**src/rtl/csdec_pkg.sv**
```systemverilog
package csdec_pkg;
  localparam int HI_W = 16;
  localparam int WS_W = 4;

  typedef struct packed {
    logic [HI_W-1:0] base;
    logic [HI_W-1:0] ign;
    logic            wp;
    logic            valid;
    logic [WS_W-1:0] ws;
    logic            aa;
    logic [1:0]      ps;
    logic            bem;
    logic            brd;
    logic            bwr;
  } chan_cfg_t;

  // reset contents: channel 0 is the global select, others are empty
  function automatic chan_cfg_t cfg_reset(input int ch);
    chan_cfg_t c;
    c = '0;
    if (ch == 0) begin
      c.ws = '1;
      c.aa = 1'b1;
      c.ps = 2'b10;
    end
    return c;
  endfunction

  // unflagged upper bits must equal the base
  function automatic logic addr_hit(input logic [HI_W-1:0] a,
                                    input logic [HI_W-1:0] b,
                                    input logic [HI_W-1:0] ign);
    return ((a ^ b) & ~ign) == '0;
  endfunction

  // both 16-bit encodings collapse onto 2'b10
  function automatic logic [1:0] norm_ps(input logic [1:0] ps);
    return ps[1] ? 2'b10 : ps;
  endfunction
endpackage

```
**src/rtl/csdec_regs.sv**
```systemverilog
module csdec_regs
  import csdec_pkg::*;
#(
  parameter int NCH      = 2,
  parameter int RAW      = 12,
  parameter int REG_BASE = 'h080,
  parameter int STRIDE   = 12
) (
  input  logic           clk,
  input  logic           rst_n,
  input  logic           we,
  input  logic [RAW-1:0] addr,
  input  logic [31:0]    wdata,
  output chan_cfg_t      cfg [NCH]
);
  logic unused_wbits;
  assign unused_wbits = ^{wdata[15:14], wdata[9], wdata[2:1]};

  for (genvar g = 0; g < NCH; g++) begin : g_ch
    localparam logic [RAW-1:0] OFS_B = RAW'(REG_BASE + STRIDE * g);
    localparam logic [RAW-1:0] OFS_M = RAW'(REG_BASE + STRIDE * g + 4);
    localparam logic [RAW-1:0] OFS_C = RAW'(REG_BASE + STRIDE * g + 8);
    chan_cfg_t r_q;

    always_ff @(posedge clk) begin
      if (!rst_n) begin
        r_q <= cfg_reset(g);
      end else if (we) begin
        if (addr == OFS_B) begin
          r_q.base <= wdata[31:16];
        end
        if (addr == OFS_M) begin
          r_q.ign   <= wdata[31:16];
          r_q.wp    <= wdata[8];
          r_q.valid <= wdata[0];
        end
        if (addr == OFS_C) begin
          r_q.ws  <= wdata[13:10];
          r_q.aa  <= wdata[8];
          r_q.ps  <= wdata[7:6];
          r_q.bem <= wdata[5];
          r_q.brd <= wdata[4];
          r_q.bwr <= wdata[3];
        end
      end
    end

    assign cfg[g] = r_q;
  end
endmodule

```
**src/rtl/csdec_match.sv**
```systemverilog
module csdec_match
  import csdec_pkg::*;
#(
  parameter int NCH = 2,
  parameter int IW  = 1
) (
  input  logic [HI_W-1:0] addr_hi,
  input  chan_cfg_t       cfg [NCH],
  output logic [NCH-1:0]  hit_vec,
  output logic            any_hit,
  output logic [IW-1:0]   sel
);
  for (genvar g = 0; g < NCH; g++) begin : g_hit
    if (g == 0) begin : g_global
      assign hit_vec[g] = !cfg[g].valid ||
                          addr_hit(addr_hi, cfg[g].base, cfg[g].ign);
    end else begin : g_plain
      assign hit_vec[g] = cfg[g].valid &&
                          addr_hit(addr_hi, cfg[g].base, cfg[g].ign);
    end
  end

  assign any_hit = |hit_vec;

  // scan downward so the lowest index is written last and wins
  always_comb begin
    sel = '0;
    for (int i = NCH - 1; i >= 0; i--) begin
      if (hit_vec[i]) sel = IW'(i);
    end
  end
endmodule

```
**src/rtl/csdec_seq.sv**
```systemverilog
module csdec_seq
  import csdec_pkg::*;
#(
  parameter int NCH = 2,
  parameter int IW  = 1
) (
  input  logic            clk,
  input  logic            rst_n,
  input  logic            start,
  input  logic            write,
  input  logic            any_hit,
  input  logic [IW-1:0]   sel,
  input  chan_cfg_t       sel_cfg,
  input  logic            ext_ack,
  output logic [NCH-1:0]  cs_n,
  output logic            int_ack,
  output logic            xfer_err,
  output logic [1:0]      port_sz,
  output logic            bem_out,
  output logic            burst_rd_ok,
  output logic            burst_wr_ok,
  output logic            busy,
  output logic            cyc_done,
  output logic            act_aa,
  output logic [WS_W-1:0] act_ws
);
  logic            busy_q, err_q;
  logic [IW-1:0]   cur_q;
  logic [WS_W-1:0] cnt_q;
  chan_cfg_t       lat_q;
  logic            launch, blocked;

  assign blocked = write && sel_cfg.wp;
  assign launch  = !busy_q && start && any_hit;

  always_ff @(posedge clk) begin
    if (!rst_n) begin
      busy_q <= 1'b0;
      err_q  <= 1'b0;
      cur_q  <= '0;
      cnt_q  <= '0;
      lat_q  <= '0;
    end else begin
      err_q <= launch && blocked;
      if (launch && !blocked) begin
        busy_q <= 1'b1;
        cur_q  <= sel;
        cnt_q  <= sel_cfg.ws;
        lat_q  <= sel_cfg;
      end else if (busy_q) begin
        if (cyc_done) busy_q <= 1'b0;
        else if (cnt_q != '0) cnt_q <= cnt_q - 1'b1;
      end
    end
  end

  assign int_ack  = busy_q && lat_q.aa && (cnt_q == '0);
  assign cyc_done = busy_q && (lat_q.aa ? (cnt_q == '0) : ext_ack);

  for (genvar g = 0; g < NCH; g++) begin : g_cs
    assign cs_n[g] = !(busy_q && (cur_q == IW'(g)));
  end

  assign xfer_err    = err_q;
  assign port_sz     = busy_q ? norm_ps(lat_q.ps) : 2'b00;
  assign bem_out     = busy_q && lat_q.bem;
  assign burst_rd_ok = busy_q && lat_q.brd;
  assign burst_wr_ok = busy_q && lat_q.bwr;
  assign busy        = busy_q;
  assign act_aa      = lat_q.aa;
  assign act_ws      = lat_q.ws;

  logic unused_lat;
  assign unused_lat = ^{lat_q.base, lat_q.ign, lat_q.wp, lat_q.valid};
endmodule

```
**src/rtl/csdec_top.sv**
```systemverilog
module csdec_top
  import csdec_pkg::*;
#(
  parameter int NCH      = 2,
  parameter int AW       = 32,
  parameter int RAW      = 12,
  parameter int REG_BASE = 'h080,
  parameter int STRIDE   = 12
) (
  input  logic           clk,
  input  logic           rst_n,
  input  logic           reg_we,
  input  logic [RAW-1:0] reg_addr,
  input  logic [31:0]    reg_wdata,
  input  logic           xfer_start,
  input  logic [AW-1:0]  xfer_addr,
  input  logic           xfer_write,
  input  logic           ext_ack,
  output logic [NCH-1:0] cs_n,
  output logic           int_ack,
  output logic           xfer_err,
  output logic [1:0]     port_sz,
  output logic           bem_out,
  output logic           burst_rd_ok,
  output logic           burst_wr_ok
);
  localparam int IW = (NCH > 1) ? $clog2(NCH) : 1;

  chan_cfg_t       cfg [NCH];
  logic [NCH-1:0]  hit_vec;
  logic            any_hit;
  logic [IW-1:0]   sel;
  logic [HI_W-1:0] addr_hi;
  // events brought out for the checker
  logic            busy_w, cyc_done_w, act_aa_w;
  logic [WS_W-1:0] act_ws_w;

  assign addr_hi = xfer_addr[AW-1 -: HI_W];
  logic unused_lo;
  assign unused_lo = ^{xfer_addr[AW-HI_W-1:0], hit_vec};

  csdec_regs #(.NCH(NCH), .RAW(RAW), .REG_BASE(REG_BASE), .STRIDE(STRIDE)) u_regs (
    .clk(clk), .rst_n(rst_n), .we(reg_we), .addr(reg_addr),
    .wdata(reg_wdata), .cfg(cfg)
  );

  csdec_match #(.NCH(NCH), .IW(IW)) u_match (
    .addr_hi(addr_hi), .cfg(cfg), .hit_vec(hit_vec),
    .any_hit(any_hit), .sel(sel)
  );

  csdec_seq #(.NCH(NCH), .IW(IW)) u_seq (
    .clk(clk), .rst_n(rst_n), .start(xfer_start), .write(xfer_write),
    .any_hit(any_hit), .sel(sel), .sel_cfg(cfg[sel]), .ext_ack(ext_ack),
    .cs_n(cs_n), .int_ack(int_ack), .xfer_err(xfer_err),
    .port_sz(port_sz), .bem_out(bem_out), .burst_rd_ok(burst_rd_ok),
    .burst_wr_ok(burst_wr_ok), .busy(busy_w), .cyc_done(cyc_done_w),
    .act_aa(act_aa_w), .act_ws(act_ws_w)
  );
endmodule

```
**config.mk**
```make
export PLATFORM = sky130hd
export DESIGN_NAME = csdec_top
export DESIGN_NICKNAME = d
export VERILOG_FILES = /design/src/rtl/csdec_pkg.sv /design/src/rtl/csdec_regs.sv /design/src/rtl/csdec_match.sv /design/src/rtl/csdec_seq.sv /design/src/rtl/csdec_top.sv
export SDC_FILE = /design/constraint.sdc
export NUM_CORES = 1
export LEC_CHECK = 0
export ABC_AREA = 1
export BUFFER_PORTS_ARGS = -buffer_cell sky130_fd_sc_hd__buf_4
export CAP_MARGIN = 5
export CORE_AREA = 2 2 113 82
export CTS_BUF_LIST = sky130_fd_sc_hd__clkbuf_2 sky130_fd_sc_hd__clkbuf_4 sky130_fd_sc_hd__clkbuf_8
export DETAILED_ROUTE_END_ITERATION = 12
export DIE_AREA = 0 0 115 84
export MAX_ROUTING_LAYER = met4
export PLACE_DENSITY = 0.82
export SETUP_SLACK_MARGIN = 0.3
export SYNTH_ARGS = -nofsm -noshare
export SYNTH_HDL_FRONTEND = slang
export SYNTH_SLANG_ARGS = --single-unit
```
**constraint.sdc**
```tcl
create_clock -name clk -period 2.4 [get_ports clk]
set_clock_uncertainty 0.05 [all_clocks]
set_input_delay 0.48 -clock clk [delete_from_list [all_inputs] [get_ports clk]]
set_output_delay 0.48 -clock clk [all_outputs]
set_load 0.02 [all_outputs]
```
After elaboration in Yosys (flattened, before gate mapping)
Cells that the tools add are included.
{ "totals": {"reg_bits": 101, "word_cells": 95} }
{ "op_classes": {"bitwise_logic": 8, "mux": 15, "order_cmp": 1, "n_addsub": 1, "n_reduce_logical": 34, "n_eq_ne": 7} }
{ "op_table": {"columns": ["cell", "n"], "rows": [
  ["$eq 12x8->1 const B", 6],
  ["$mux 12", 3],
  ["$and 16x16->16", 2],
  ["$logic_not 16->1", 2],
  ["$not 16->16", 2],
  ["$xor 16x16->16", 2],
  ["$mux 4", 4],
  ["$logic_and 1x1->1", 14],
  ["$reduce_and 2->1", 6],
  ["$mux 1", 6],
  ["$logic_not 1->1", 5],
  ["$logic_not 4->1", 1],
  ["$mux 2", 2],
  ["$reduce_bool 2->1", 2],
  ["$reduce_bool 4->1", 1],
  ["$sub 4x1->4 const B", 1],
  ["$reduce_and 3->1", 1],
  ["$ge 2x2->1 const B", 1],
  ["$ne 2x1->1 const B", 1],
  ["$not 1->2", 1],
  ["$reduce_or 2->1", 1],
  ["$logic_or 1x1->1", 1],
  ["$not 1->1", 1]
]} }

Logic depth before layout (Yosys ltp)
Gate-level depths: netlist of the first run.
{ "logic_depth": {"depth_word": 15, "mapped_depth": 17, "depth_no_buf": 17} }

Cells and area by module
A second synthesis of the first run with hierarchy kept.
{ "hier_totals": {"cells_unflattened": 1023, "area_unflattened_um2": 6221.0} }
{ "modules_own_cells": {"columns": ["module", "cells_per_inst", "area_per_inst_um2", "seq_area_each_um2", "instances"], "rows": [
  ["csdec_regs", 534, 3799.9, 1761.7, 1],
  ["csdec_match", 228, 949.7, 0.0, 1],
  ["csdec_seq", 119, 840.8, 340.3, 1],
  ["csdec_top", 142, 630.6, 0.0, 1]
]} }

Least setup slack after synthesis of the first run
Ideal clock, no wire load.
{ "synth_path": {"kind": "input to register", "from": "input port reg_addr[9]", "to": "register u_regs.g_ch[0].r_q (netlist bit u_regs.cfg[64])", "n_path_buf": 2, "setup_ns": 0.144, "required_ns": 2.206, "cell_stages": 6, "t_arrival_ns": 1.688, "setup_slack_ns": 0.519, "path_cell_list": "or4_4 nor2_2 and3_1 buf_4 buf_4 a211oi_2"} }
{ "synth_between": {"elab_chain_len": 2} }
{ "synth_lines": {"columns": ["element", "line", "text"], "rows": [
  ["start: declaration", "csdec_top.sv:13", "input logic [RAW-1:0] reg_addr,"],
  ["$eq 12x8->1", "csdec_regs.sv:32", "if (addr == OFS_M) begin"],
  ["$reduce_and 2->1 (no line)", null, null],
  ["end signal: assignment", "csdec_regs.sv:27", "r_q <= cfg_reset(g);"],
  ["end: declaration", "csdec_regs.sv:23", "chan_cfg_t r_q;"]
]} }
No other way between the ends.
A chain may end at the register's enable or synchronous reset.

Worst setup path after layout of the first run
{ "layout_path": {"from": "register u_seq.cnt_q[0]", "to": "output port int_ack"} }
{ "layout_between": {"elab_chain_len": 2} }
{ "layout_lines": {"columns": ["element", "line", "text"], "rows": [
  ["start: declaration", "csdec_seq.sv:29", "logic [WS_W-1:0] cnt_q;"],
  ["start signal: assignment", "csdec_seq.sv:48", "cnt_q <= sel_cfg.ws;"],
  ["start signal: assignment", "csdec_seq.sv:52", "else if (cnt_q != '0) cnt_q <= cnt_q - 1'b1;"],
  ["$logic_not 4->1", "csdec_seq.sv:57", "assign int_ack = busy_q && lat_q.aa && (cnt_q == '0);"],
  ["$logic_and 1x1->1", "csdec_seq.sv:57", null],
  ["end: declaration", "csdec_top.sv:20", "output logic int_ack,"]
]} }
No other way between the ends.

==> report_table.html, run 1 <==
<table>
<tr><th>Metric</th><th>Value</th></tr>
<tr><th colspan="2">Die</th></tr>
<tr><td>Chip Width</td><td>115 µm</td></tr>
<tr><td>Core area</td><td>8708 µm²</td></tr>
<tr><td>Area enclosed by the die boundary</td><td>9660 µm²</td></tr>
<tr><td>Effective utilization at floorplan</td><td>0.5592</td></tr>
<tr><td>Chip Height</td><td>84 µm</td></tr>
<tr><td>Number of top-level design ports</td><td>91</td></tr>
<tr><td>Cell row count</td><td>29</td></tr>
<tr><th colspan="2">Synthesis</th></tr>
<tr><td>Post-synthesis cell count</td><td>703</td></tr>
<tr><td>Count of unique library cells instantiated by Yosys</td><td>36</td></tr>
<tr><td>Post-synthesis average cell area</td><td>6.927 µm²</td></tr>
<tr><td>Area share of the leading cell type in the synthesized netlist</td><td>0.4152</td></tr>
<tr><td>Syn_nets</td><td>786</td></tr>
<tr><td>Synthesized cell area</td><td>4870 µm²</td></tr>
<tr><td>Ranking of synthesized cells by area</td><td>sky130_fd_sc_hd__dfxtp_1 42%, sky130_fd_sc_hd__nand2_1 11%, sky130_fd_sc_hd__inv_1 9.1%</td></tr>
<tr><td>Synth Warn #</td><td>0</td></tr>
<tr><td>Synthesized flop and latch total</td><td>101</td></tr>
<tr><td>Sequential area share after synthesis</td><td>0.4152</td></tr>
<tr><td>Yosys top cell by area</td><td>sky130_fd_sc_hd__dfxtp_1</td></tr>
<tr><th colspan="2">Clock tree</th></tr>
<tr><td>Clock root buffer</td><td>sky130_fd_sc_hd__clkbuf_8</td></tr>
<tr><td>Clock tree from TritonCTS</td><td>done</td></tr>
<tr><td>Buffer levels on the longest clock path</td><td>2</td></tr>
<tr><td>CTS Hold Buffers Added</td><td>0</td></tr>
<tr><td>Sinks on the clock net</td><td>101</td></tr>
<tr><td>Clock buffer count from CTS</td><td>9</td></tr>
<tr><td>Clock transition at the registers of the reported paths</td><td>0.10 ns</td></tr>
<tr><td>Clock insertion delay at the later pin of the skew report</td><td>0.37 ns</td></tr>
<tr><td>Level count of the clock H-tree</td><td>3</td></tr>
<tr><th colspan="2">Critical path</th></tr>
<tr><td>Crit path max-delay cell type</td><td>sky130_fd_sc_hd__dfxtp_2</td></tr>
<tr><td>Data required time of the critical path</td><td>1.87 ns</td></tr>
<tr><td>Peak fanout along the critical path</td><td>3</td></tr>
<tr><td>CP cell instances</td><td>inv_1, ha_2, nand2_1, nor2_2, nand2_1, nor2_1, buf_4</td></tr>
<tr><td>Largest stage delay, worst path</td><td>0.34 ns</td></tr>
<tr><td>Worst endpoint data arrival time</td><td>1.55 ns</td></tr>
<tr><td>Delay-heaviest family, CP</td><td>simple AND/OR/NAND/NOR gates</td></tr>
<tr><td>Nature of the critical path startpoint</td><td>flop</td></tr>
<tr><td>Cell occurring most often along the worst timing path</td><td>sky130_fd_sc_hd__nand2_1</td></tr>
<tr><td>Kind of capture point of the worst setup path</td><td>output pin</td></tr>
<tr><td>Worst Path Class, Setup</td><td>reg2out</td></tr>
<tr><td>Worst path buffer plus inverter count</td><td>2</td></tr>
<tr><th colspan="2">Timing</th></tr>
<tr><td>Number of hold-slack violations in the final timing report</td><td>0</td></tr>
<tr><td>Unrepaired setup endpoints after global routing</td><td>no</td></tr>
<tr><td>Period minus WS final</td><td>2.080 ns</td></tr>
<tr><td>Measured slew at the worst slew-check pin</td><td>0.5832 ns</td></tr>
<tr><td>Number of setup violations in the final report</td><td>0</td></tr>
<tr><td>Post-route worst setup slack</td><td>0.3202 ns</td></tr>
<tr><td>Timing-limited maximum frequency</td><td>480.8 MHz</td></tr>
<tr><td>Max-slew headroom</td><td>0.6112</td></tr>
<tr><td>Total negative slack</td><td>0 ns</td></tr>
<tr><td>Max-slew violation count</td><td>0</td></tr>
<tr><td>Period utilisation layout</td><td>0.8666</td></tr>
<tr><th colspan="2">GRT</th></tr>
<tr><td>Layer with the highest usage</td><td>met2</td></tr>
<tr><td>Number of antenna violations at the first check in global routing</td><td>0</td></tr>
<tr><td>Global routing met2 resource utilization</td><td>0.3840</td></tr>
<tr><td>Via count of the first global-routing pass</td><td>4,186</td></tr>
<tr><td>Global-route usage over all layers</td><td>0.2487</td></tr>
<tr><td>Routing usage on met1</td><td>0.3345</td></tr>
<tr><td>GR Overflow Total</td><td>0</td></tr>
<tr><td>Wire length of the first global-routing pass</td><td>18,770 µm</td></tr>
<tr><td>Largest net degree at the start of global routing</td><td>64</td></tr>
<tr><td>Met3 capacity usage during global routing</td><td>0.05229</td></tr>
<tr><th colspan="2">Detailed routing</th></tr>
<tr><td>Total iterations of the first detailed-routing run</td><td>5</td></tr>
<tr><td>Final Routed Wirelength</td><td>11,760 µm</td></tr>
<tr><td>Residual DRC count</td><td>0</td></tr>
<tr><td>Mean number of vias per cell</td><td>5.182</td></tr>
<tr><td>Overall via count from detail_route</td><td>4,596</td></tr>
<tr><td>Antenna violation net count after detailed routing</td><td>0</td></tr>
<tr><td>Routed length per placed instance</td><td>13.26 µm</td></tr>
<tr><td>Violation count after the first detailed-route iteration</td><td>287</td></tr>
<tr><th colspan="2">Pwr</th></tr>
<tr><td>Leak</td><td>2.607 nW</td></tr>
<tr><td>Max IR drop VDD</td><td>468.5 µV</td></tr>
<tr><td>Total power</td><td>3.232 mW</td></tr>
<tr><td>Power per cell area</td><td>557.2 nW/µm²</td></tr>
<tr><th colspan="2">Finish</th></tr>
<tr><td>Area Growth Syn to Fin</td><td>19.12%</td></tr>
<tr><td>Highest-count cells in the layout ignoring fill and taps</td><td>142 x sky130_fd_sc_hd__nand2_1, 117 x sky130_fd_sc_hd__inv_1, 100 x sky130_fd_sc_hd__dfxtp_1, 94 x sky130_fd_sc_hd__nor2_1, 85 x sky130_fd_sc_hd__buf_4</td></tr>
<tr><td>Non-Filler Cell Area, Final</td><td>5801 µm²</td></tr>
<tr><td># nets final</td><td>857</td></tr>
<tr><td>Area used by sequential logic in the layout</td><td>2023 µm²</td></tr>
<tr><td>Ratio of cells with drive above 1 in the final layout</td><td>0.1874</td></tr>
<tr><td>Filler instances</td><td>743</td></tr>
<tr><td>Area of combinational cells with multiple inputs</td><td>2291 µm²</td></tr>
<tr><td>N_diodes</td><td>0</td></tr>
<tr><td>Most frequent standard cell in the layout excluding fill and tap cells</td><td>sky130_fd_sc_hd__nand2_1</td></tr>
<tr><th colspan="2">Min path</th></tr>
<tr><td>Class of the tightest hold or removal check</td><td>in2reg</td></tr>
<tr><th colspan="2">Run</th></tr>
<tr><td>Max Cap Violations</td><td>0</td></tr>
<tr><th colspan="2">Place</th></tr>
<tr><td>Number of port buffers</td><td>69</td></tr>
<tr><td>Total cell area at the placement stage</td><td>5495 µm²</td></tr>
<tr><td>Dpl ws</td><td>0.08995 ns</td></tr>
<tr><td>Final weighted congestion in routability-driven placement</td><td>0.8279</td></tr>
<tr><td>Half-perimeter wire length after placement</td><td>8332 µm</td></tr>
<tr><th colspan="2">Run status</th></tr>
<tr><td>Result of the run</td><td>complete, no violations</td></tr>
</table>
-- final timing paths --
check,slack [ns],cells after the start,end,start
max reg2reg,0.39,13,u_seq.cnt_q[3],u_seq.cnt_q[1]
min reg2reg,0.41,2,u_regs.cfg[24],u_regs.cfg[24]
max,0.32,7,int_ack,u_seq.cnt_q[0]
min,0.32,3,u_regs.cfg[2],reg_wdata[5]
-- what timing repair did --
action	4_1_cts	5_1_grt
setup endpoints to repair	0	12
buffers inserted	0	6
gates resized for setup	0	13
-- per-stage QoR --
step	hold slack, ns	util	std cells
after floorplan	0.3745	-	703
after global placement	0.3858	0.6310	864
after detailed placement	0.3970	0.6310	864
after CTS	0.3037	0.6555	880
after global routing	0.3196	0.6661	887
final	0.3158	0.6661	887
-- kinds of logic after synthesis --
kind of cell | Yosys count | synth area share
and+or+nand+nor | 297 | 0.2634
AOI/OAI and AO/OA | 153 | 0.1924
buffers and inverters | 150 | 0.1246
DFF | 101 | 0.4152
xor gates and xnor gates | 1 | 0.001799
adders and majority gates | 1 | 0.002569
-- final cells by class --
cell class / instances / area share
timing repair buffer: 87 / 0.1169
tap: 108 / 0.02330
sequential: 101 / 0.3488
clock buffer: 9 / 0.02135
multi-input combinational: 453 / 0.3950
clock inverter: 7 / 0.01531
inverter: 122 / 0.07938
-- where the power goes --
group          internal, mW  switching [mW]
Clock                 0.584           0.585
Sequential             1.69          0.0161
Combinational         0.152           0.202
-- worst register-to-register path, cell delays in order (launching register included) --
cell	delay, ns
sky130_fd_sc_hd__dfxtp_1	0.38
sky130_fd_sc_hd__inv_1	0.09
sky130_fd_sc_hd__ha_2	0.21
sky130_fd_sc_hd__nand2_1	0.10
sky130_fd_sc_hd__nor2_2	0.05
sky130_fd_sc_hd__nand2_1	0.07
sky130_fd_sc_hd__nand2_1	0.08
sky130_fd_sc_hd__nor2_1	0.25
sky130_fd_sc_hd__inv_1	0.17
sky130_fd_sc_hd__a21oi_1	0.17
sky130_fd_sc_hd__o21ai_0	0.11
sky130_fd_sc_hd__nand2_1	0.08
sky130_fd_sc_hd__inv_1	0.04
sky130_fd_sc_hd__a21oi_2	0.09
-- cell usage after synthesis --
| cell type | count |
|---|---|
| sky130_fd_sc_hd__dfxtp_1 | 101 |
| sky130_fd_sc_hd__nor2_2 | 2 |
| sky130_fd_sc_hd__and3_1 | 1 |
| sky130_fd_sc_hd__or4_4 | 1 |
| sky130_fd_sc_hd__a211oi_1 | 22 |
| sky130_fd_sc_hd__nor3_2 | 1 |
| sky130_fd_sc_hd__nor2_4 | 1 |
| sky130_fd_sc_hd__nor4_1 | 1 |
| sky130_fd_sc_hd__buf_4 | 6 |
| sky130_fd_sc_hd__o21ai_2 | 1 |
| sky130_fd_sc_hd__buf_8 | 1 |
| sky130_fd_sc_hd__nand3b_1 | 7 |
| sky130_fd_sc_hd__nand3_4 | 2 |
| sky130_fd_sc_hd__or2_2 | 1 |
| sky130_fd_sc_hd__inv_2 | 4 |
| sky130_fd_sc_hd__nor2_1 | 96 |
| sky130_fd_sc_hd__buf_2 | 2 |
| sky130_fd_sc_hd__a211oi_2 | 12 |
| sky130_fd_sc_hd__nor4_2 | 1 |
| sky130_fd_sc_hd__ha_1 | 1 |
| sky130_fd_sc_hd__inv_1 | 118 |
| sky130_fd_sc_hd__xor2_1 | 1 |
| sky130_fd_sc_hd__nand2_4 | 2 |
| sky130_fd_sc_hd__and2_1 | 1 |
| sky130_fd_sc_hd__nand3_1 | 29 |
| sky130_fd_sc_hd__o21ai_1 | 6 |
| sky130_fd_sc_hd__buf_6 | 1 |
| sky130_fd_sc_hd__o21ai_0 | 55 |
| sky130_fd_sc_hd__o211ai_1 | 6 |
| sky130_fd_sc_hd__nand4_1 | 2 |
| sky130_fd_sc_hd__nand3_2 | 1 |
| sky130_fd_sc_hd__nand2_1 | 143 |
| sky130_fd_sc_hd__nor3_1 | 5 |
| sky130_fd_sc_hd__a21oi_2 | 2 |
| sky130_fd_sc_hd__a21oi_1 | 49 |
| sky130_fd_sc_hd__clkbuf_1 | 18 |
-- sequential cells by signal, summed over array words and instances (netlist names) --
| register | cells |
|---|---|
| u_regs.cfg | 88 |
| u_seq.act_aa | 1 |
| u_seq.busy | 1 |
| u_seq.cnt_q | 4 |
| u_seq.cur_q | 1 |
| u_seq.lat_q | 5 |
| u_seq.xfer_err | 1 |
-- layer usage --
| layer | vias to the layer above | share of wire |
|---|---|---|
| met2 | 170 | 0.45 |
| met1 | 2035 | 0.46 |
| met3 | 16 | 0.073 |
| li1 | 2375 | - |
| met4 | 0 | 0.013 |
| met5 | - | 0 |
Power figures use the tool's default switching activity.
==> inputs of run 2 (changes only) <==
GPL_TIMING_DRIVEN = 0   (was default)
==> run 2 against run 1 <==
Compared with the run above: hold slack worse by 0.015 ns; sequential share of layout area down 0.89 points; sequential cell count unchanged; total power up 3.4%; maximum frequency down 1.4%; cell area up 2.6%; largest cell class unchanged; highest routed layer unchanged; routed wire length up 21%; final cell count up 1.8%; critical endpoint is now u_seq.cnt_q[3]; clock power up 8%.
==> report_table.html, run 2 (synthesized netlist as in run 1, its figures left out) <==
<table>
<tr><th>Metric</th><th>Value</th></tr>
<tr><th colspan="2">Detailed routing</th></tr>
<tr><td>Total iterations of the first detailed-routing run</td><td>5</td></tr>
<tr><td>Routed length per placed instance</td><td>15.71 µm</td></tr>
<tr><td>Mean number of vias per cell</td><td>5.464</td></tr>
<tr><td>Antenna violation net count after detailed routing</td><td>0</td></tr>
<tr><td>Residual DRC count</td><td>0</td></tr>
<tr><td>Final Routed Wirelength</td><td>14,190 µm</td></tr>
<tr><td>Violation count after the first detailed-route iteration</td><td>532</td></tr>
<tr><td>Overall via count from detail_route</td><td>4,934</td></tr>
<tr><th colspan="2">Finish</th></tr>
<tr><td>Ratio of cells with drive above 1 in the final layout</td><td>0.1950</td></tr>
<tr><td>Most frequent standard cell in the layout excluding fill and tap cells</td><td>sky130_fd_sc_hd__nand2_1</td></tr>
<tr><td>Post-layout util</td><td>0.6836</td></tr>
<tr><td>Filler instances</td><td>684</td></tr>
<tr><td>Area used by sequential logic in the layout</td><td>2023 µm²</td></tr>
<tr><td>Highest-count cells in the layout ignoring fill and taps</td><td>142 x sky130_fd_sc_hd__nand2_1, 116 x sky130_fd_sc_hd__inv_1, 100 x sky130_fd_sc_hd__dfxtp_1, 89 x sky130_fd_sc_hd__nor2_1, 77 x sky130_fd_sc_hd__buf_4</td></tr>
<tr><td>N_diodes</td><td>0</td></tr>
<tr><td>Area Growth Syn to Fin</td><td>22.25%</td></tr>
<tr><td>Area of combinational cells with multiple inputs</td><td>2337 µm²</td></tr>
<tr><td>Largest register FFs</td><td>88</td></tr>
<tr><td># nets final</td><td>873</td></tr>
<tr><th colspan="2">Timing</th></tr>
<tr><td>Post-route worst setup slack</td><td>0.2908 ns</td></tr>
<tr><td>Number of setup violations in the final report</td><td>0</td></tr>
<tr><td>Max-slew headroom</td><td>0.4813</td></tr>
<tr><td>Max-slew violation count</td><td>0</td></tr>
<tr><td>Timing-limited maximum frequency</td><td>474.1 MHz</td></tr>
<tr><td>Number of hold-slack violations in the final timing report</td><td>0</td></tr>
<tr><td>Post-route worst hold slack</td><td>0.3007 ns</td></tr>
<tr><td>Unrepaired setup endpoints after global routing</td><td>yes</td></tr>
<tr><td>Period minus WS final</td><td>2.109 ns</td></tr>
<tr><td>Measured slew at the worst slew-check pin</td><td>0.7781 ns</td></tr>
<tr><td>Period utilisation layout</td><td>0.8788</td></tr>
<tr><th colspan="2">Place</th></tr>
<tr><td>Number of port buffers</td><td>68</td></tr>
<tr><td>Half-perimeter wire length after placement</td><td>10,060 µm</td></tr>
<tr><td>Dpl ws</td><td>-0.05155 ns</td></tr>
<tr><td>Final weighted congestion in routability-driven placement</td><td>0.9563</td></tr>
<tr><th colspan="2">Min path</th></tr>
<tr><td>Cell count of the worst hold path</td><td>3</td></tr>
<tr><td>Class of the tightest hold or removal check</td><td>in2reg</td></tr>
<tr><th colspan="2">Critical path</th></tr>
<tr><td>Number of cells traversed by the worst register-to-register path</td><td>14</td></tr>
<tr><td>Peak fanout along the critical path</td><td>7</td></tr>
<tr><td>Register-to-register setup slack</td><td>0.29 ns</td></tr>
<tr><td>Kind of capture point of the worst setup path</td><td>flop</td></tr>
<tr><td>Worst Path Class, Setup</td><td>reg2reg</td></tr>
<tr><td>Nature of the critical path startpoint</td><td>flop</td></tr>
<tr><td>Worst endpoint data arrival time</td><td>2.37 ns</td></tr>
<tr><td>Data required time of the critical path</td><td>2.66 ns</td></tr>
<tr><th colspan="2">Die</th></tr>
<tr><td>Cell row count</td><td>29</td></tr>
<tr><td>Chip Height</td><td>84 µm</td></tr>
<tr><td>Core area</td><td>8708 µm²</td></tr>
<tr><td>Area enclosed by the die boundary</td><td>9660 µm²</td></tr>
<tr><td>Effective utilization at floorplan</td><td>0.5592</td></tr>
<tr><td>Chip Width</td><td>115 µm</td></tr>
<tr><td>Number of top-level design ports</td><td>91</td></tr>
<tr><th colspan="2">GRT</th></tr>
<tr><td>Number of antenna violations at the first check in global routing</td><td>0</td></tr>
<tr><td>Layer with the highest usage</td><td>met2</td></tr>
<tr><td>Global routing met2 resource utilization</td><td>0.4487</td></tr>
<tr><td>Met3 capacity usage during global routing</td><td>0.08061</td></tr>
<tr><td>GR Overflow Total</td><td>0</td></tr>
<tr><td>Via count of the first global-routing pass</td><td>4,408</td></tr>
<tr><td>Wire length of the first global-routing pass</td><td>21,770 µm</td></tr>
<tr><td>Global-route usage over all layers</td><td>0.3020</td></tr>
<tr><td>Routing usage on met1</td><td>0.4089</td></tr>
<tr><td>Largest net degree at the start of global routing</td><td>17</td></tr>
<tr><th colspan="2">Run status</th></tr>
<tr><td>Result of the run</td><td>complete, no violations</td></tr>
<tr><th colspan="2">Clock tree</th></tr>
<tr><td>Clock buffer count from CTS</td><td>9</td></tr>
<tr><td>Clock root buffer</td><td>sky130_fd_sc_hd__clkbuf_8</td></tr>
<tr><td>Clock transition at the registers of the reported paths</td><td>0.10 ns</td></tr>
<tr><td>Buffer levels on the longest clock path</td><td>2</td></tr>
<tr><td>Sinks on the clock net</td><td>101</td></tr>
<tr><td>Clock insertion delay at the later pin of the skew report</td><td>0.38 ns</td></tr>
<tr><td>Level count of the clock H-tree</td><td>3</td></tr>
<tr><td>Clock tree from TritonCTS</td><td>done</td></tr>
<tr><th colspan="2">Pwr</th></tr>
<tr><td>Max IR drop VDD</td><td>390.1 µV</td></tr>
<tr><td>Part of the total power dissipated in sequential elements</td><td>0.512</td></tr>
<tr><td>Portion of total power attributed to the clock network</td><td>0.376</td></tr>
<tr><td>Internal Dissipation</td><td>2.494 mW</td></tr>
<tr><td>Gate power share</td><td>0.112</td></tr>
<tr><td>Leak</td><td>2.635 nW</td></tr>
<tr><td>Net switching fraction of the power</td><td>0.2536</td></tr>
<tr><td>Total net switching power</td><td>847.3 µW</td></tr>
<tr><td>Power per cell area</td><td>561.2 nW/µm²</td></tr>
<tr><th colspan="2">Run</th></tr>
<tr><td>Max Cap Violations</td><td>0</td></tr>
</table>
run 2: cell types whose count changed in the layout (fill, tap and decap cells not counted), moves of 3 or more:
cell,before,now
sky130_fd_sc_hd__clkbuf_1,0,18
sky130_fd_sc_hd__buf_4,85,77
sky130_fd_sc_hd__clkinvlp_4,0,3
sky130_fd_sc_hd__clkinv_2,4,0
sky130_fd_sc_hd__buf_6,0,4
sky130_fd_sc_hd__nor2_2,3,6
sky130_fd_sc_hd__o21ai_2,3,7
sky130_fd_sc_hd__nor2_1,94,89
run 2: timing repair:
action | CTS | global route
pin swaps | 2 | 14
setup endpoints to repair | 2 | 14
cloned | 0 | 1
setup buffers | 2 | 5
gates resized for setup | 0 | 34
hold buffers | 0 | 0
run 2: power groups by stage:
stage / clock network (mW) / logic [mW] / registers [mW]
CTS: 1.26 / 0.334 / 1.71
finish: 1.26 / 0.374 / 1.71
global route: 1.34 / 0.407 / 1.71
detailed placement: 0 / 0.332 / 1.75
global placement: 0 / 0.322 / 1.74
floorplan: 0 / 0.178 / 1.74
run 2: final timing paths:
kind                   from             end
min reg2reg  u_regs.cfg[23]  u_regs.cfg[23]
min           reg_wdata[12]   u_regs.cfg[8]
max          u_regs.cfg[34]  u_seq.cnt_q[3]
max reg2reg  u_regs.cfg[34]  u_seq.cnt_q[3]
run 2: per-stage QoR:
| stage | setup TNS, ns | instance area (µm²) | total power, mW | std cells |
|---|---|---|---|---|
| floorplan | 0 | 4870 | 1.920 | 703 |
| finish | 0 | 5953 | 3.341 | 903 |
| global placement | 0 | 5515 | 2.066 | 879 |
| global route | 0 | 5953 | 3.456 | 903 |
| detailed placement | -0.2125 | 5515 | 2.078 | 879 |
| CTS | 0 | 5764 | 3.297 | 897 |
run 2: layout make-up:
cell class | count | share of cell area
Inverter | 122 | 0.07776
Clock buffer | 11 | 0.02543
Buffer | 28 | 0.02564
Timing Repair Buffer | 76 | 0.1021
Multi-Input combinational cell | 452 | 0.3926
Tap cell | 108 | 0.02270
Sequential cell | 101 | 0.3398
Clock inverter | 5 | 0.01387
run 2: routing by layer:
layer,part of all wire,up-vias
met5,0,-
li1,-,2403
met1,0.43,2243
met3,0.10,30
met4,0.018,0
met2,0.46,258
run 2: worst max-delay path, cell delays in order, from the launching register on:
cell and delay (ns):
sky130_fd_sc_hd__dfxtp_2 0.34, sky130_fd_sc_hd__inv_2 0.05, sky130_fd_sc_hd__nand2_2 0.04, sky130_fd_sc_hd__nand3b_1 0.13, sky130_fd_sc_hd__nand2_1 0.10, sky130_fd_sc_hd__nor2_2 0.13, sky130_fd_sc_hd__nand3_2 0.11, sky130_fd_sc_hd__nor2_4 0.22
sky130_fd_sc_hd__nand3_4 0.15, sky130_fd_sc_hd__nand2_4 0.10, sky130_fd_sc_hd__nand3_4 0.11, sky130_fd_sc_hd__nand2_8 0.13, sky130_fd_sc_hd__clkbuf_16 0.15, sky130_fd_sc_hd__nand3_2 0.07, sky130_fd_sc_hd__a21oi_2 0.13
